$ cat config.mk
export PLATFORM = sky130hd
export DESIGN_NAME = hostRegFront
export DESIGN_NICKNAME = d
export VERILOG_FILES = /design/src/rtl/regFrontPkg.sv /design/src/rtl/regFrontCtrl.sv /design/src/rtl/regFrontData.sv /design/src/rtl/hostRegFront.sv
export SDC_FILE = /design/constraint.sdc
export NUM_CORES = 1
export LEC_CHECK = 0
export ABC_AREA = 1
export ABC_CLOCK_PERIOD_IN_PS = 2150
export BUFFER_PORTS_ARGS = -buffer_cell sky130_fd_sc_hd__buf_2
export CORE_MARGIN = 10
export CORE_UTILIZATION = 50
export DETAILED_ROUTE_END_ITERATION = 16
export PLACE_DENSITY = 0.75
export SLEW_MARGIN = 20
export SYNTH_ARGS = -nofsm -noshare
export SYNTH_HDL_FRONTEND = slang
export SYNTH_HIERARCHICAL = 1
export SYNTH_SLANG_ARGS = --single-unit
$ cat constraint.sdc
create_clock -name clk -period 2.15 [get_ports clk]
set_input_delay 0.1075 -clock clk [delete_from_list [all_inputs] [get_ports clk]]
set_output_delay 0.1075 -clock clk [all_outputs]
set_load 0.05 [all_outputs]
$ cat src/rtl/regFrontPkg.sv
package regFrontPkg;
  localparam int DATA_W = 8;
  localparam int ADDR_W = 4;
  localparam int ACT_W  = 7;

  localparam int ACT_TX     = 0;
  localparam int ACT_RESET  = 1;
  localparam int ACT_INTEN  = 2;
  localparam int ACT_FORCE  = 3;

  localparam int ISR_FORCE_BIT = 7;
  localparam logic [DATA_W-1:0] ISR_IMPL = 8'hF7;

  localparam int GIR_ETH_MASK_BIT = 1;
  localparam int GIR_SF_MASK_BIT  = 3;

  localparam logic [ADDR_W-1:0] OFF_CMD  = 4'd0;
  localparam logic [ADDR_W-1:0] OFF_PAGE = 4'd1;
  localparam logic [ADDR_W-1:0] OFF_ISR  = 4'd6;
  localparam logic [ADDR_W-1:0] OFF_GIR  = 4'd7;

  typedef enum logic [2:0] {
    SEL_ZERO,
    SEL_STAT,
    SEL_PAGE,
    SEL_ISR,
    SEL_GIR,
    SEL_MASK
  } rdSel_e;

  typedef struct packed {
    logic              wrPage;
    logic              wrMask;
    logic              wrGir;
    logic              clrIsr;
    logic [DATA_W-1:0] wData;
    rdSel_e            rdSel;
    logic              rdCap;
    logic [ACT_W-1:0]  act;
  } strobes_t;
endpackage

$ cat src/rtl/regFrontCtrl.sv
module regFrontCtrl
  import regFrontPkg::*;
#(
  parameter int MASK_PAGE   = 1,
  parameter int MASK_OFFSET = 12
) (
  input  logic              clk,
  input  logic              rstN,
  input  logic [ADDR_W-1:0] regAddr,
  input  logic              wrEn,
  input  logic [DATA_W-1:0] wrData,
  input  logic              rdEn,
  input  logic [DATA_W-1:0] pageQ,
  output strobes_t          stb
);
  localparam logic [DATA_W-1:0] MASK_PAGE_V = DATA_W'(MASK_PAGE);
  localparam logic [ADDR_W-1:0] MASK_OFF_V  = ADDR_W'(MASK_OFFSET);

  logic             upperHalf;
  logic             maskHit;
  rdSel_e           selNow;
  logic [ACT_W-1:0] actQ;

  assign upperHalf = regAddr[ADDR_W-1];
  assign maskHit   = upperHalf && (pageQ == MASK_PAGE_V) && (regAddr == MASK_OFF_V);

  always_comb begin
    selNow = SEL_ZERO;
    if (maskHit) begin
      selNow = SEL_MASK;
    end else if (!upperHalf) begin
      case (regAddr)
        OFF_CMD:  selNow = SEL_STAT;
        OFF_PAGE: selNow = SEL_PAGE;
        OFF_ISR:  selNow = SEL_ISR;
        OFF_GIR:  selNow = SEL_GIR;
        default:  selNow = SEL_ZERO;
      endcase
    end
  end

  always_ff @(posedge clk or negedge rstN) begin
    if (!rstN) begin
      actQ <= '0;
    end else if (wrEn && (regAddr == OFF_CMD)) begin
      actQ <= wrData[ACT_W-1:0];
    end else begin
      actQ <= '0;
    end
  end

  always_comb begin
    stb        = '0;
    stb.wData  = wrData;
    stb.wrPage = wrEn && (regAddr == OFF_PAGE);
    stb.clrIsr = wrEn && (regAddr == OFF_ISR);
    stb.wrGir  = wrEn && (regAddr == OFF_GIR);
    stb.wrMask = wrEn && maskHit;
    stb.rdSel  = selNow;
    stb.rdCap  = rdEn;
    stb.act    = actQ;
  end
endmodule

$ cat src/rtl/regFrontData.sv
module regFrontData
  import regFrontPkg::*;
(
  input  logic              clk,
  input  logic              rstN,
  input  strobes_t          stb,
  input  logic [DATA_W-1:0] evtPulse,
  input  logic [DATA_W-1:0] macStatus,
  input  logic              sfIrqIn,
  output logic [DATA_W-1:0] pageQ,
  output logic [DATA_W-1:0] rdData,
  output logic              hostIrq
);
  logic [DATA_W-1:0] isrQ;
  logic [DATA_W-1:0] maskQ;
  logic              enLatch;
  logic              ethMask;
  logic              sfMask;
  logic              softRst;
  logic              ethPend;
  logic [DATA_W-1:0] isrNext;
  logic [DATA_W-1:0] clrBits;
  logic [DATA_W-1:0] forceBits;
  logic [DATA_W-1:0] girView;
  logic [DATA_W-1:0] rdMux;

  assign softRst = stb.act[ACT_RESET];
  assign ethPend = enLatch && ((isrQ & maskQ) != '0);
  assign hostIrq = (ethPend && !ethMask) || (sfIrqIn && !sfMask);

  always_comb begin
    clrBits   = stb.clrIsr ? stb.wData : '0;
    forceBits = '0;
    forceBits[ISR_FORCE_BIT] = stb.act[ACT_FORCE];
    isrNext = ((isrQ & ~clrBits) | evtPulse | forceBits) & ISR_IMPL;
  end

  always_comb begin
    girView    = '0;
    girView[0] = ethPend;
    girView[GIR_ETH_MASK_BIT] = ethMask;
    girView[2] = sfIrqIn;
    girView[GIR_SF_MASK_BIT]  = sfMask;
  end

  always_comb begin
    case (stb.rdSel)
      SEL_STAT: rdMux = macStatus;
      SEL_PAGE: rdMux = pageQ;
      SEL_ISR:  rdMux = isrQ;
      SEL_GIR:  rdMux = girView;
      SEL_MASK: rdMux = maskQ;
      default:  rdMux = '0;
    endcase
  end

  always_ff @(posedge clk or negedge rstN) begin
    if (!rstN) begin
      pageQ   <= '0;
      isrQ    <= '0;
      maskQ   <= '0;
      enLatch <= 1'b0;
      ethMask <= 1'b0;
      sfMask  <= 1'b0;
    end else if (softRst) begin
      pageQ   <= '0;
      isrQ    <= '0;
      maskQ   <= '0;
      enLatch <= 1'b0;
      ethMask <= 1'b0;
      sfMask  <= 1'b0;
    end else begin
      isrQ <= isrNext;
      if (stb.wrPage) pageQ <= stb.wData;
      if (stb.wrMask) maskQ <= stb.wData;
      if (stb.act[ACT_INTEN]) enLatch <= 1'b1;
      if (stb.wrGir) begin
        ethMask <= stb.wData[GIR_ETH_MASK_BIT];
        sfMask  <= stb.wData[GIR_SF_MASK_BIT];
      end
    end
  end

  always_ff @(posedge clk or negedge rstN) begin
    if (!rstN) begin
      rdData <= '0;
    end else if (stb.rdCap) begin
      rdData <= rdMux;
    end
  end
endmodule

$ cat src/rtl/hostRegFront.sv
module hostRegFront
  import regFrontPkg::*;
#(
  parameter int MASK_PAGE   = 1,
  parameter int MASK_OFFSET = 12
) (
  input  logic              clk,
  input  logic              rstN,
  input  logic [ADDR_W-1:0] regAddr,
  input  logic              wrEn,
  input  logic [DATA_W-1:0] wrData,
  input  logic              rdEn,
  output logic [DATA_W-1:0] rdData,
  input  logic [DATA_W-1:0] evtPulse,
  input  logic [DATA_W-1:0] macStatus,
  input  logic              sfIrqIn,
  output logic [ACT_W-1:0]  cmdPulse,
  output logic              hostIrq
);
  strobes_t          stb;
  logic [DATA_W-1:0] pageQ;

  regFrontCtrl #(
    .MASK_PAGE  (MASK_PAGE),
    .MASK_OFFSET(MASK_OFFSET)
  ) u_ctrl (
    .clk    (clk),
    .rstN   (rstN),
    .regAddr(regAddr),
    .wrEn   (wrEn),
    .wrData (wrData),
    .rdEn   (rdEn),
    .pageQ  (pageQ),
    .stb    (stb)
  );

  regFrontData u_dp (
    .clk      (clk),
    .rstN     (rstN),
    .stb      (stb),
    .evtPulse (evtPulse),
    .macStatus(macStatus),
    .sfIrqIn  (sfIrqIn),
    .pageQ    (pageQ),
    .rdData   (rdData),
    .hostIrq  (hostIrq)
  );

  assign cmdPulse = stb.act;
endmodule

== After elaboration in Yosys (flattened, before gate mapping) ==
Cells that the tools add are included.
Word-level totals
  flip-flop bits (word level): 42
  output and inout port bits: 16
  logic and storage cells: 59
  bits of input ports: 33
Operators by class
  equal/unequal tests: 10
  bitwise gates (word level): 5
  multiplexer cells: 17
  reduce and logical (&&, ||, !) cells: 19
Operator list (number)
  8-bit 2-to-1 mux: 6
  8-bit one-hot mux with 5 select lines: 1
  8-bit bitwise AND: 2
  8-bit bitwise OR: 2
  3-bit one-hot mux with 4 select lines: 1
  1-bit logical AND: 10
  4-bit by 3-bit equality test with 1-bit output, second input constant: 2
  8-bit by 1-bit equality test with 1-bit output, second input constant: 1
  8-bit inverter: 1
  2-bit nonzero test: 4
  8-bit nonzero test: 1
  7-bit 2-to-1 mux: 1
  3-bit by 2-bit equality test with 1-bit output, second input constant: 2
  3-bit equality test, second input constant: 2
  1-bit 2-to-1 mux: 6
  3-bit 2-to-1 mux: 2
  4-bit by 1-bit equality test with 1-bit output, second input constant: 1
  4-bit equality test, second input constant: 1
  4-bit zero test: 1
  3-bit by 1-bit equality test with 1-bit output, second input constant: 1
  1-bit zero test: 2
  1-bit logical OR: 1

== Depth between registers and ports, before layout ==
Gate-level depths: netlist of run 1.
  depth in word-level cells: 8
  gate-level depth with buffers: 13
  mapped depth without buffers: 12

== By module ==
The synthesis of run 1 kept the hierarchy.
By module, submodules not included
  regFrontData: instances 1, cells each 214, area each 1680.4 um^2, sequential area each 850.8 um^2
  regFrontCtrl: instances 1, cells each 69, area each 500.5 um^2, sequential area each 175.2 um^2

== Least setup slack after synthesis of run 1 ==
No wires, ideal clock.
  kind: flip-flop to output port
  from: reg u_dp.isrQ[2]
  to: out hostIrq
  buffers on the path: 0
  required time: 2.043 ns
  slack: 0.372 ns
  arrival time: 1.670 ns
  stages on the path, launching flop included: 7
  path through: dfrtp_1 > nand2_1 > nand2_1 > nor2_1 > nand2_1 > nand2_1 > o21ai_0
On the way
  longest elaborated chain between the ends: 5
Ends and longest elaborated chain
  start, declared: line regFrontData.sv:14  | logic [DATA_W-1:0] isrQ;
  start signal, assigned: line regFrontData.sv:73  | isrQ <= isrNext;
  8-bit bitwise AND: line regFrontData.sv:28  | assign ethPend = enLatch && ((isrQ & maskQ) != '0);
  8-bit nonzero test: line regFrontData.sv:28
  1-bit logical AND: line regFrontData.sv:28
  1-bit logical AND: line regFrontData.sv:29  | assign hostIrq = (ethPend && !ethMask) || (sfIrqIn && !sfMask);
  1-bit logical OR: line regFrontData.sv:29
  end, declared: line hostRegFront.sv:18  | output logic hostIrq
Every way passes these cells.

==> results.md, run 1 <==
- Hold Crit Class: in -> reg
- Max_cap viols: 0
- RSZ-0062 raised after global routing: no
- Number of diodes: 0
- Core area: 4120 um^2
- CP endpoint kind: register
- Htree depth: 2
- Min-Delay Endpoint: u_dp/isrQ[0]
- Routed vias/inst: 5.14
- R2R cell count: 11
- PD cells: 683 nW/um^2
- Synth Warn #: 6
- Area Growth Syn to Fin: 13.9%
- Initial Util: 53.0%
- Mapped Nets: 316
- Antenna viol nets, final: 0
- Slowest CP cell: dfrtp_1
- Net load switching power: 0.535 mW
- Final setup fails: 0
- Gp weighted congestion: 0.859
- Syn avg cell area: between 7 and 8 um^2
- Sequential Area: 1030 um^2
- Tmin final: 1.76 ns
- IO Count: 49
- Area of the multi-input gates: roughly 900 um^2
- Reg2Reg Launch Point: u_dp/pageQ[5]
- # rows: 23
- Cell taking the most area after synthesis: dfrtp_1
- Hold Path Depth: 3
- First-pass GRT wire length: 8.46 mm
- Deepest clock path buffer count: 2
- Drt pass-1 iters: 4
- Post-synth top area share: 47.0%
- Sequential element share of the synthesized area: 47.0%
- Fin crit share: 82.0%
- Status: finished, final reports clean
- Pint: 1.16 mW
- GRT Util Overall: 14.0%
- Port Buf Inserts: 47
- Sw Share: between 30% and 40%
- Reg-to-Reg End: u_dp/rdData[4]
- Crit path DAT: 2.00 ns
- Nets: 360
- Fin cells: approximately 380
- Max incr delay on CP: 0.42 ns
- Vias in the first global route: 1877
- DP Cell Count: 369
- Clock buffer count from CTS: 5
- Post-Syn Area: roughly 2200 um^2
- Worst EP required: 2.39 ns
- Yosys cell types: 24
- Mapped Cells: 283
- Synth Register Bits: slightly above 40
- Die width: 86.0 um
- Die Y: around 86 um
- Worst Setup Path Type: reg -> reg
- Reg2reg setup slack: around 0.39 ns
- Crit path from: u_dp/pageQ[5]
- Routed WL: a little over 5 mm
- Die area: 7400 um^2
- Critical-path cell list: inv_1, nand2_1, nor2_2, nand3_2, nand2_1, inv_2, nor3_4, nand2_1, nand4_1, nand2_1, nand2_1
- CTS tree: built
- Fillers: between 300 and 400
- 1st-iter DRT viols: ~120
- Peak supply drop: 0.435 mV
- Antenna violations before repair: 0
- CP most frequent cell: nand2_1
- Post-CTS Resized: 0
- Combinational share of power: 17.9%
- Min-Delay Startpoint: evtPulse[0]
- Fmax: roughly 570 MHz
- Vias: 1943
- Grt ovf: 0
- Reg power frac: 52.5%
- Clock power share: approximately 30%
- CTS clock-pin slew for the worst setup and hold paths: 0.08 ns
- Clock Latency Late Sink: 0.30 ns
- Largest net degree at the start of global routing: 42
- Pleak: 1.33 nW
- Slew Limit Headroom: 41.0%
- Final Slew Violations: 0
- Clock sink count: 41
- Worst-Margin Slew: 0.884 ns
- Crit path launch type: register
- Final hold violation count: 0
- DP HPWL: around 4.1 mm
- Clock skew: 0.00665 ns
- CTS root buffer: clkbuf_8
- Top area cells in the synthesized netlist: dfrtp_1, nand2_1, nand4_1
- Post-Route Setup TNS: 0 ns
- WL per Instance: 13.4 um
- Share of cells above drive strength 1: 25.3%
- Critical path peak fanout: 7
- Setup bufs post-CTS: 0
- Remaining DRCs: 0
==> cell families after synthesis <==
kind of cell / Yosys count / synth area share [%]
compound gates: 31 / 7.29
simple gates: 163 / 34.5
buf+inv: 48 / 11.2
flops: 41 / 47.0
==> power groups by stage <==
| stage | Sequential (mW) | Combinational (mW) | Clock, mW |
|---|---|---|---|
| 2_1_floorplan | 0.929 | 0.179 | 0 |
| 3_3_place_gp | 0.902 | 0.297 | 0 |
| 3_5_place_dp | 0.905 | 0.304 | 0 |
| 4_1_cts | 0.890 | 0.306 | 0.514 |
| 5_1_grt | 0.897 | 0.342 | 0.548 |
| 6_report | 0.891 | 0.304 | 0.501 |
==> how the worst max path moves through the flow <==
stage / end / cells after the start
detailed placement: u_dp/rdData[7] / 11
global placement: u_dp/rdData[4] / 11
floorplan: hostIrq / 6
global route: u_dp/rdData[6] / 11
CTS: u_dp/rdData[5] / 11
finish: u_dp/rdData[4] / 11
==> timing repair <==
item	in CTS	in global routing
endpoints found under the hold margin	41	0
hold buffers	1	0
endpoints found under the setup margin	0	0
==> metrics by stage <==
stage	worst slack [ns]	instance area (um^2)	total power [mW]	hold WS (ns)	utilization, %
finish	0.388	2480	1.70	0.0222	60.4
global route	0.197	2480	1.79	0.0240	60.4
global placement	0.473	2390	1.20	0.276	58.0
CTS	0.391	2480	1.71	0.0193	60.4
detailed placement	0.416	2390	1.21	0.278	58.0
floorplan	0.372	2180	1.11	-0.188	-
==> critical path: cells and delay by family (launching register included) <==
family / cells / cell delay, ns
buffers and inverters: 2 / 0.19
flip-flops: 1 / 0.42
AND/OR/NAND/NOR: 9 / 1.07
==> state kept, by name, indices dropped and copies added, names as in the netlist <==
name and count:
u_dp/maskQ 8, u_dp/rdData 8, u_dp/ethMask 1, u_dp/pageQ 8, u_dp/sfMask 1, u_ctrl/actQ 7
u_dp/isrQ 7, u_dp/enLatch 1
==> area by class of cell <==
class	count	share of cell area [%]
Multi-Input combinational cell	194	36.7
Inverter	34	5.24
Tap cell	50	2.52
Clock inverter	2	0.604
Clock buffer	6	2.92
Timing Repair Buffer	51	10.8
Sequential cell	41	41.3
==> cells in the final DEF, fill, tap and decap left out, types with 2 or more instances in the layout <==
master | synthesis | layout
nor2_2 | 11 | 11
nand2_1 | 100 | 100
buf_4 | 10 | 3
dfrtp_1 | 41 | 41
nor3_4 | 2 | 2
buf_2 | 1 | 47
clkinvlp_4 | 0 | 2
o21ai_0 | 19 | 19
a21oi_1 | 9 | 9
nand3_2 | 2 | 2
nand4_1 | 17 | 17
inv_1 | 27 | 27
inv_2 | 5 | 5
o21ai_1 | 2 | 2
nand3_1 | 4 | 4
nor2_1 | 21 | 21
clkbuf_8 | 0 | 5
nand2_2 | 2 | 2
==> metal layers <==
metal	GRT usage, %	routed length [um]	share of wire [%]	up-vias
li1	-	-	-	977
met1	17.7	2370	47	900
met2	21.6	2250	44	59
met3	4.92	404	7.9	7
met4	4.49	55	1.1	0
met5	0	0	0	-
==> Yosys cell counts, drive strengths merged <==
cell,count
a21oi,9
nand4,17
dfrtp,41
nand3,6
clkinv,1
nor2,33
o21ai,21
buf,14
o31a,1
nor3,4
inv,33
nand2,103
No activity file was read; power rests on OpenSTA's default activity.
==> run 2: changes to the inputs <==
--- a/config.mk
+++ b/config.mk
@@ -6,7 +6,7 @@
 export NUM_CORES = 1
 export LEC_CHECK = 0
 export ABC_AREA = 1
-export ABC_CLOCK_PERIOD_IN_PS = 2150
+export ABC_CLOCK_PERIOD_IN_PS = 1800
 export BUFFER_PORTS_ARGS = -buffer_cell sky130_fd_sc_hd__buf_2
 export CORE_MARGIN = 10
 export CORE_UTILIZATION = 50
==> constraint.sdc (replaced) <==
create_clock -name clk -period 1.8 [get_ports clk]
set_input_delay 0.09 -clock clk [delete_from_list [all_inputs] [get_ports clk]]
set_output_delay 0.09 -clock clk [all_outputs]
set_load 0.05 [all_outputs]
==> results.md, run 2 (same netlist as run 1, synthesis figures left out) <==
- Antenna violations before repair: 0 (unchanged)
- Number of diodes: 0 (unchanged)
- Max incr delay on CP: 0.40 ns (-0.02 ns)
- Die width: 86.0 um (unchanged)
- Core area: 4120 um^2 (unchanged)
- Max_cap viols: 0 (unchanged)
- Final hold violation count: 0 (unchanged)
- CTS tree: built
- Pwr Total: 2.32 mW (+37%)
- Clock Latency Late Sink: 0.29 ns (about the same)
- PD cells: 899 nW/um^2 (+32%)
- Remaining DRCs: 0 (unchanged)
- Critical path peak fanout: 7 (unchanged)
- CP most frequent cell: nand2_1
- Fin cells: 385 (+1.9%)
- Worst EP required: 2.03 ns (-0.36 ns)
- CTS clock-pin slew for the worst setup and hold paths: 0.08 ns (about the same)
- Worst-Margin Slew: 0.520 ns (-0.364 ns)
- Clock power share: 37.4% (+7.9 points)
- Reg-to-Reg End: u_dp/rdData[7]
- Deepest clock path buffer count: 2 (unchanged)
- Clock buffer count from CTS: 5 (unchanged)
- Die area: 7400 um^2 (unchanged)
- CTS root buffer: clkbuf_8
- Routed vias/inst: 5.05 (-1.8%)
- Fin crit share: 91.5% (+9.5 points)
- Design Area, Final: 2590 um^2 (+4.1%)
- Placed inst area: 2410 um^2 (+0.94%)
- Reg2reg setup slack: 0.15 ns (-0.23 ns)
- Final Slew Violations: 0 (unchanged)
- Fmax: 607 MHz (+7.0%)
- Slowest CP cell: dfrtp_1
- GRT Util Overall: 14.6% (+0.64 points)
- Htree depth: 2 (unchanged)
- Crit path DAT: 1.88 ns (-0.12 ns)
- DP HPWL: 4.12 mm (+1.5%)
- Critical-path cell list: inv_1, nand2_1, nor2_2, nand3_2, nand2_1, buf_4, nor3_4, a21oi_1, nand3_1, nand2_1, nand2_1
- Tmin final: 1.65 ns (-0.116 ns)
- Antenna viol nets, final: 0 (unchanged)
- # rows: 23 (unchanged)
- Reg2Reg Launch Point: u_dp/pageQ[7]
- Largest net degree at the start of global routing: 42 (unchanged)
- 1st-iter DRT viols: 84 (-29%)
- R2R cell count: 11 (unchanged)
- Slew Limit Headroom: 65.3% (+24 points)
- RSZ-0062 raised after global routing: no
- Gp weighted congestion: 0.839 (-2.4%)
- Die Y: 86.0 um (unchanged)
- Initial Util: 53.0% (unchanged)
- Most frequent cells in the layout: nand2_1, buf_2, dfrtp_1
- Vias in the first global route: 1941 (+3.4%)
- Combinational share of power: 17.0% (-0.9 points)
- Min-Delay Endpoint: u_dp/isrQ[2]
- Vias: 1943 (unchanged)
- Most common cell after layout, fill and taps aside: nand2_1
- Peak supply drop: 0.536 mV (+23%)
- Reg power frac: 45.7% (-6.8 points)
- Leading registers by flop count: u_dp/maskQ (8), u_dp/pageQ (8), u_dp/rdData (8)
- Final setup fails: 0 (unchanged)
- Min-Delay Startpoint: evtPulse[2]
- Post-Route Setup TNS: 0 ns (unchanged)
- Worst Setup Path Type: reg -> reg
- IO Count: 49 (unchanged)
- Pleak: 1.40 nW (+5.0%)
- Status: finished, final reports clean
- Clock skew: 0.00403 ns (-0.00262 ns)
- Net load switching power: 0.638 mW (+19%)
- Grt ovf: 0 (unchanged)
- First-pass GRT wire length: 8.83 mm (+4.4%)
- Hold Slack: 0.0105 ns (-0.0117 ns)
- DP Cell Count: 372 (+0.81%)
- Sw Share: 27.5% (-4.1 points)
- Hold Path Depth: 3 (unchanged)
- CP endpoint kind: register
- Hold Crit Class: in -> reg
- Area Growth Syn to Fin: 18.6%
- Crit path launch type: register
- Drt pass-1 iters: 4 (unchanged)
- Nets: 367 (+1.9%)
- Share of cells above drive strength 1: 27.5% (+2.2 points)
- Port Buf Inserts: 47 (unchanged)
- Clock sink count: 41 (unchanged)
- WL per Instance: 13.7 um (+2.2%)
- Routed WL: 5.29 mm (+4.1%)
- Pint: 1.69 mW (+45%)
-- run 2: cell count changes in the layout (fill, tap and decap cells not counted), sizes merged --
cell | previous run | this run
clkbuf | 6 | 5
clkinv | 1 | 2
clkinvlp | 2 | 0
bufinv | 0 | 2
buf | 50 | 57
-- run 2: power groups by stage --
| stage | combinational, mW | sequential, mW | clock [mW] |
|---|---|---|---|
| 2_1_floorplan | 0.214 | 1.11 | 0 |
| 3_3_place_gp | 0.357 | 1.08 | 0 |
| 3_5_place_dp | 0.365 | 1.08 | 0 |
| 4_1_cts | 0.370 | 1.06 | 0.897 |
| 5_1_grt | 0.444 | 1.07 | 0.933 |
| 6_report | 0.395 | 1.06 | 0.869 |
-- run 2: metal layers --
metal | part of all wire (%) | up-vias | track usage [%]
li1 | - | 990 | -
met1 | 44 | 875 | 18.0
met2 | 46 | 72 | 23.2
met3 | 8.6 | 6 | 4.92
met4 | 1.2 | 0 | 4.94
met5 | 0 | - | 0
-- run 2: worst max-delay path, delay by kind of cell, from the launching register on --
kind / cells / cell delay (ns)
flip-flops: 1 / 0.40
AND/OR/NAND/NOR: 8 / 0.81
AO/OA/AOI/OAI: 1 / 0.11
buffers and inverters: 2 / 0.25
-- run 2: through the flow --
| step | utilization [%] | setup WS (ns) |
|---|---|---|
| 2_1_floorplan | - | 0.0396 |
| 3_3_place_gp | 58.6 | 0.234 |
| 3_5_place_dp | 58.6 | 0.194 |
| 4_1_cts | 62.1 | 0.163 |
| 5_1_grt | 62.8 | 0.00666 |
| 6_report | 62.8 | 0.154 |
-- run 2: how the worst max path moves through the flow --
stage / from / endpoint / slack (ns)
2_1_floorplan: u_dp/isrQ[2] / hostIrq / 0.04
3_3_place_gp: u_dp/pageQ[2] / u_dp/rdData[7] / 0.23
3_5_place_dp: u_dp/pageQ[1] / u_dp/rdData[7] / 0.19
4_1_cts: u_dp/pageQ[7] / u_dp/rdData[7] / 0.16
5_1_grt: u_dp/pageQ[1] / u_dp/rdData[6] / 0.007
6_report: u_dp/pageQ[7] / u_dp/rdData[7] / 0.15
-- run 2: area by class of cell --
| type | instances | area [um^2] |
|---|---|---|
| multi-input combinational | 194 | 913 |
| sequential | 41 | 1030 |
| clock buffer | 5 | 68.8 |
| fill | 401 | 1530 |
| tap | 50 | 62.6 |
| inverter | 34 | 130 |
| timing repair buffer | 58 | 320 |
| clock inverter | 3 | 65.1 |
-- run 2: what timing repair did --
item | CTS | global route
gates resized for setup | 0 | 1
endpoints found under the hold margin | 41 | 0
buffers inserted | 0 | 4
setup endpoints to repair | 0 | 1
hold buffers | 1 | 0
